$ cat src/rtl/sdram_beat_pkg.sv
package sdram_beat_pkg;
  localparam int BANK_W = 2;

  // Strobes the control side hands to the datapath each cycle
  typedef struct packed {
    logic load;   // a read beat enters stage 0
    logic flush;  // drop everything already in flight
    logic deep;   // use the longer read latency tap
  } beatCtl_t;

  // One slot of the read-return pipeline
  typedef struct packed {
    logic              valid;
    logic [BANK_W-1:0] bank;
  } rdStage_t;
endpackage

$ cat src/rtl/sdram_beat_ctl.sv
module sdram_beat_ctl
  import sdram_beat_pkg::*;
(
  input  logic     clk,
  input  logic     rstN,
  input  logic     rdBeat,
  input  logic     burstStop,
  input  logic     latSel,
  input  logic     pipeBusy,
  output beatCtl_t ctl
);
  logic curDeep;

  // Latency register only follows the request when nothing is in flight
  always_ff @(posedge clk or negedge rstN) begin
    if (!rstN)
      curDeep <= 1'b0;
    else if (!pipeBusy && !rdBeat)
      curDeep <= latSel;
  end

  always_comb begin
    ctl.load  = rdBeat;
    ctl.flush = burstStop;
    ctl.deep  = curDeep;
  end
endmodule

$ cat src/rtl/sdram_beat_dp.sv
module sdram_beat_dp
  import sdram_beat_pkg::*;
#(
  parameter int DATA_W   = 16,
  parameter int MIN_LAT  = 2,
  parameter int MASK_LAT = 2
) (
  input  logic                  clk,
  input  logic                  rstN,
  input  beatCtl_t              ctl,
  input  logic [BANK_W-1:0]     beatBank,
  input  logic [DATA_W/8-1:0]   byteMask,
  input  logic                  wrBeat,
  input  logic [DATA_W-1:0]     wrData,
  output logic                  pipeBusy,
  output logic                  rdValid,
  output logic [BANK_W-1:0]     rdBank,
  output logic [DATA_W/8-1:0]   rdByteValid,
  output logic [DATA_W/8-1:0]   wrByteEn,
  output logic [DATA_W-1:0]     wrDataOut
);
  localparam int BYTES   = DATA_W / 8;
  localparam int MAX_LAT = MIN_LAT + 1;

  rdStage_t [MAX_LAT-1:0]            stg;
  logic     [MASK_LAT-1:0][BYTES-1:0] maskPipe;
  rdStage_t                           tapOut;

  // Stage k holds a beat that was presented k+1 cycles ago
  always_ff @(posedge clk or negedge rstN) begin
    if (!rstN) begin
      stg      <= '0;
      maskPipe <= '0;
    end else begin
      stg[0] <= ctl.load ? {1'b1, beatBank} : '0;
      for (int i = 1; i < MAX_LAT; i++) begin
        if (ctl.flush || (i == MAX_LAT - 1 && !ctl.deep))
          stg[i] <= '0;
        else
          stg[i] <= stg[i-1];
      end
      maskPipe[0] <= byteMask;
      for (int j = 1; j < MASK_LAT; j++)
        maskPipe[j] <= maskPipe[j-1];
    end
  end

  always_comb begin
    pipeBusy = 1'b0;
    for (int i = 0; i < MAX_LAT; i++)
      pipeBusy = pipeBusy | stg[i].valid;
  end

  assign tapOut      = ctl.deep ? stg[MAX_LAT-1] : stg[MIN_LAT-1];
  assign rdValid     = tapOut.valid;
  assign rdBank      = tapOut.bank;
  assign rdByteValid = {BYTES{tapOut.valid}} & ~maskPipe[MASK_LAT-1];

  // Write lanes: zero latency, mask bit 1 blocks the lane
  for (genvar b = 0; b < BYTES; b++) begin : g_lane
    assign wrByteEn[b]          = wrBeat & ~byteMask[b];
    assign wrDataOut[b*8 +: 8]  = wrByteEn[b] ? wrData[b*8 +: 8] : 8'h00;
  end
endmodule

$ cat src/rtl/sdram_beat_path.sv
module sdram_beat_path
  import sdram_beat_pkg::*;
#(
  parameter int DATA_W  = 16,
  parameter int MIN_LAT = 2
) (
  input  logic                clk,
  input  logic                rstN,
  input  logic                rdBeat,
  input  logic [BANK_W-1:0]   beatBank,
  input  logic                burstStop,
  input  logic                latSel,
  input  logic [DATA_W/8-1:0] byteMask,
  input  logic                wrBeat,
  input  logic [DATA_W-1:0]   wrData,
  output logic                rdValid,
  output logic [BANK_W-1:0]   rdBank,
  output logic [DATA_W/8-1:0] rdByteValid,
  output logic [DATA_W/8-1:0] wrByteEn,
  output logic [DATA_W-1:0]   wrDataOut
);
  beatCtl_t ctl;
  logic     pipeBusy;

  sdram_beat_ctl u_ctl (
    .clk       (clk),
    .rstN      (rstN),
    .rdBeat    (rdBeat),
    .burstStop (burstStop),
    .latSel    (latSel),
    .pipeBusy  (pipeBusy),
    .ctl       (ctl)
  );

  sdram_beat_dp #(
    .DATA_W  (DATA_W),
    .MIN_LAT (MIN_LAT),
    .MASK_LAT(2)
  ) u_dp (
    .clk         (clk),
    .rstN        (rstN),
    .ctl         (ctl),
    .beatBank    (beatBank),
    .byteMask    (byteMask),
    .wrBeat      (wrBeat),
    .wrData      (wrData),
    .pipeBusy    (pipeBusy),
    .rdValid     (rdValid),
    .rdBank      (rdBank),
    .rdByteValid (rdByteValid),
    .wrByteEn    (wrByteEn),
    .wrDataOut   (wrDataOut)
  );
endmodule

$ cat config.mk
export PLATFORM = sky130hd
export DESIGN_NAME = sdram_beat_path
export DESIGN_NICKNAME = d
export VERILOG_FILES = /design/src/rtl/sdram_beat_pkg.sv /design/src/rtl/sdram_beat_ctl.sv /design/src/rtl/sdram_beat_dp.sv /design/src/rtl/sdram_beat_path.sv
export SDC_FILE = /design/constraint.sdc
export NUM_CORES = 1
export LEC_CHECK = 0
export BUFFER_PORTS_ARGS = -buffer_cell sky130_fd_sc_hd__buf_2
export CAP_MARGIN = 10
export CORE_UTILIZATION = 30
export CTS_BUF_LIST = sky130_fd_sc_hd__clkbuf_8
export CTS_CLUSTER_DIAMETER = 50
export DETAILED_ROUTE_END_ITERATION = 12
export GPL_TIMING_DRIVEN = 1
export PLACE_DENSITY = 0.65
export SKIP_LAST_GASP = 1
export SLEW_MARGIN = 20
export SYNTH_ARGS = -nofsm -noshare
export SYNTH_HDL_FRONTEND = slang
export SYNTH_SLANG_ARGS = --single-unit
export TNS_END_PERCENT = 10
$ cat constraint.sdc
create_clock -name clk -period 1.1 [get_ports clk]
set_input_delay 0.055 -clock clk [delete_from_list [all_inputs] [get_ports clk]]
set_output_delay 0.055 -clock clk [all_outputs]
set_load 0.005 [all_outputs]
After elaboration in Yosys (flattened, before gate mapping)
Index checks and enable logic that the tools add are counted.
Word-level totals
  register bits after elaboration: 14
  word-level logic and storage cells: 28
  bits of input ports: 26
  output and inout port bits: 23
Cells by class
  reduce and logical (&&, ||, !) cells: 5
  multiplexer cells: 6
  bitwise operators: 8
Operators by type and width (count)
  $mux 8: 2
  $mux 3: 4
  $logic_not 1->1: 3
  $and 1x1->1: 2
  $and 2x2->2: 1
  $not 1->1: 2
  $not 2->2: 1
  $or 1x1->1: 2
  $logic_and 1x1->1: 1
  $logic_or 1x1->1: 1

Logic depth before layout (Yosys ltp)
  depth after elaboration: 4
  gate-level depth with buffers: 3
  mapped depth without buffers: 2

Modules after synthesis
Synthesis repeated with hierarchy kept, for this count alone.
Unflattened totals
  cells, all modules: 55
  area, all modules: 646.9 µm²
Modules (own cells, without submodules)
  sdram_beat_dp: sequential area each 325.3 µm², cells each 49, instances 1, area each 584.3 µm²
  sdram_beat_ctl: sequential area each 25.0 µm², cells each 6, instances 1, area each 62.6 µm²

Least setup slack after synthesis
No wires, ideal clock.
  path type: reg2reg
  start point: register u_dp.stg[5] (netlist name)
  end point: register u_ctl.curDeep
  clock period less this slack: 1.093 ns
  setup slack: 0.007 ns
  path buffers: 0
  arrival time: 0.965 ns
  setup time: 0.128 ns
  stages on the path, launching flop included: 3
  data required time: 0.972 ns
  cell sequence: dfrtp_1 nor4_2 mux2_1
On the way
  cells in the longest elaborated chain, start to end: 4
RTL lines
  start, declared: RTL line sdram_beat_dp.sv:25  | rdStage_t [MAX_LAT-1:0] stg;
  start signal, assigned by index: RTL line sdram_beat_dp.sv:40  | stg[i] <= stg[i-1];
  $or 1x1->1 (2 in series): RTL line sdram_beat_dp.sv:51  | pipeBusy = pipeBusy | stg[i].valid;
  $logic_not 1->1: RTL line sdram_beat_ctl.sv:18  | else if (!pipeBusy && !rdBeat)
  $logic_and 1x1->1: RTL line sdram_beat_ctl.sv:18
  end signal, assigned: RTL line sdram_beat_ctl.sv:19  | curDeep <= latSel;
  end, declared: RTL line sdram_beat_ctl.sv:12  | logic curDeep;
No other way between the ends.
A chain may end at the register's enable or synchronous reset.

Final worst setup path
  start point: register u_ctl.curDeep
  end point: output port rdBank[0]
On the way
  cells in the longest elaborated chain, start to end: 1
RTL lines
  $mux 3: RTL line sdram_beat_dp.sv:54  | assign tapOut = ctl.deep ? stg[MAX_LAT-1] : stg[MIN_LAT-1];
  end, declared: RTL line sdram_beat_path.sv:17  | output logic [BANK_W-1:0] rdBank,
No other way between the ends.

==> metrics <==
ANT cells=0; fin cells=between 100 and 150; Synth Area in Adders=0%; slowest CP cell=dfrtp_2; Iter 0 DRT Violations=5; Remaining DRCs=0; layout cells sized above 1=between 50 and 60%; reg2reg setup slack=-0.06 ns; die width=46.6 um; Critical Path End Type=primary output; number of synthesized register bits=14; worst setup path start=u_ctl.curDeep$_DFFE_PN0P_; CTS Sinks=14; initial antenna violation count=0; Ys Warns=0; violated checks=negative setup slack; DP Wirelength=roughly 1.1 mm; XOR/XNOR share of the synthesized area=0%; HP Class=in2reg; Slew HR=between 70 and 80%; Area Growth Syn to Fin=66.7%; WL/cell=between 10 and 15 um; setup slack at placement=-0.0614 ns; Worst Reg-to-Reg Cells=2; Post-DRT Antenna Nets=0; post-synth top area share=around three fifths; largest family of logic cells by synthesized area=simple AND/OR/NAND/NOR gates; unrepaired setup endpoints after global routing=true; Max clock buf depth=2; clk_skew=about 0.0016 ns; Port Buf Inserts=48; FF-to-FF End=u_ctl.curDeep$_DFFE_PN0P_; mux contribution to synthesized area=roughly 7.3%; outcome=complete, but fails checks; CP required=1.04 ns; Netlist Area Pre-Place=roughly 600 um2; Slew Viols, Final=0; Synth cell types=9; hold slack=approximately 0.020 ns; drt pass-1 iters=4; DP Area=just under 900 um2; largest net degree at the start of global routing=15; global-route wire length before repair=1.95 mm; Tot Pwr=approximately 1.2 mW; Clock Root Buffer=clkbuf_8; reg2reg start=u_dp.stg[5]$_DFF_PN0_; syn_area_per_cell=about 12 um2; Post-Syn Instances=between 50 and 60; CP arrival=roughly 1.1 ns; die area=about 0.0022 mm2; I/O Pins=a little under 50; maxcap violations=0; Compound-Gate Fraction of Synth Area=0%; Via density=around 4.2; maximum clock rate=around 0.85 GHz; Total Routing Usage GR=approximately 14%; area leader, netlist=dfrtp_1; Remaining Overflow, GRT=0; clk_lat worst skew=about 0.23 ns; worst slew pin tran=between 0.4 and 0.5 ns; vias in the first global route=about 500; sequential area share after synthesis=around 59%; routability cong.=0.804; worst-path cell chain=mux2_4 > buf_6; clock transition at the registers of the reported paths=about 0.050 ns; core area=roughly 0.0018 mm2; Leakage=0.556 nW; Final setup viols=6; filler cell count=178; VDD IR max=between 0.0006 and 0.0007 V; placed cells=approximately 120; Num CTS Buffers=3; CP Max Fanout=4; CTS tree=done; CP peak stage delay=approximately 0.45 ns; fin crit share=107%; hold path depth=2; die height=around 47 um; power per cell area=1170 mW/mm2; final critical-path required period=approximately 1.2 ns; Hold Startpoint=burstStop; Final nets=roughly 130; Hold Path End=u_dp.stg[4]$_DFF_PN0_; top cells by area, synth=dfrtp_1, and2_1, nor2b_1; Synth Area in Simple Gates=between 30% and 40%; H-tree depth=1; Rows=15; Initial Util=between 30% and 40%; CP startpoint kind=register; routed wire length=about 1.4 mm; via count=approximately 560; WS Path Type=reg2out; design area=just under 0.001 mm2; crit path setup slack, layout=-0.0733 ns; Final Hold Fails=0; Synthesized Nets=between 70 and 80
## layer usage
| layer | track usage, % | part of all wire (%) |
|---|---|---|
| met5 | 0 | 0 |
| met4 | 8.82 | 0.88 |
| met3 | 3.92 | 8.1 |
| met2 | 23.3 | 53 |
| met1 | 14.1 | 38 |
## cells in the mapped netlist, drive strengths merged
master	count
nor4	1
mux2i	1
inv	1
and2	21
dfrtp	14
mux2	3
buf	2
nor2	2
nor2b	6
## area by class of cell
class	instances	area, um2	share of cell area (%)
flip-flops and latches	14	352	35.3
inverters	1	3.75	0.377
multi-input cells	34	262	26.3
well taps	25	31.3	3.14
clock buffers	3	41.3	4.15
repair buffers	54	305	30.7
## worst max-delay path, delay by kind of cell (launching register included)
| family | cells | cell delay (ns) |
|---|---|---|
| multiplexers | 1 | 0.32 |
| flip-flops | 1 | 0.45 |
| buffers and inverters | 1 | 0.11 |
## flip-flops by register name, summed over array words and instances, names as in the netlist
register / count
u_dp.stg: 9
u_dp.maskPipe: 4
u_ctl.curDeep: 1
## kinds of logic (layout without fill, tap and decap cells)
logic type	Yosys count	count (layout)
buffers and inverters	3	58
flip-flops	14	14
multiplexers	4	4
AND/OR/NAND/NOR	30	30
## worst max path at each step
stage,to,slack [ns],depth (start not counted)
floorplan,u_ctl.curDeep$_DFFE_PN0P_,0.007,2
global placement,u_ctl.curDeep$_DFFE_PN0P_,0.004,2
detailed placement,u_ctl.curDeep$_DFFE_PN0P_,-0.06,2
CTS,rdBank[0],-0.08,2
global route,rdByteValid[1],-0.16,4
finish,rdBank[0],-0.07,2
## metrics by stage
stage / TNS [ns] / utilization [%]
6_report: -0.396 / 55.2
5_1_grt: -0.798 / 55.2
4_1_cts: -0.451 / 54.5
3_5_place_dp: -0.0614 / 48.1
3_3_place_gp: 0 / 48.1
2_1_floorplan: 0 / -
## layout by cell type, fill, tap and decap left out
cell type      instances
and2_1                21
buf_2                 47
buf_4                  1
buf_6                  2
clkbuf_8               3
dfrtp_1               13
dfrtp_2                1
dlygate4sd3_1          4
inv_1                  1
mux2_1                 1
mux2_4                 2
mux2i_4                1
nor2_1                 2
nor2b_1                6
nor4_4                 1
## where the power goes
group | internal, mW | switching (mW)
Clock | 0.241 | 0.150
Sequential | 0.545 | 0.0276
Combinational | 0.129 | 0.0730
Total | 0.915 | 0.251
## what timing repair did
action	4_1_cts	5_1_grt
endpoints found under the hold margin	17	0
setup buffers	1	0
endpoints found under the setup margin	6	6
hold buffers	4	0
resized for setup	6	2
Note: power is estimated with default switching activity, not from simulation.
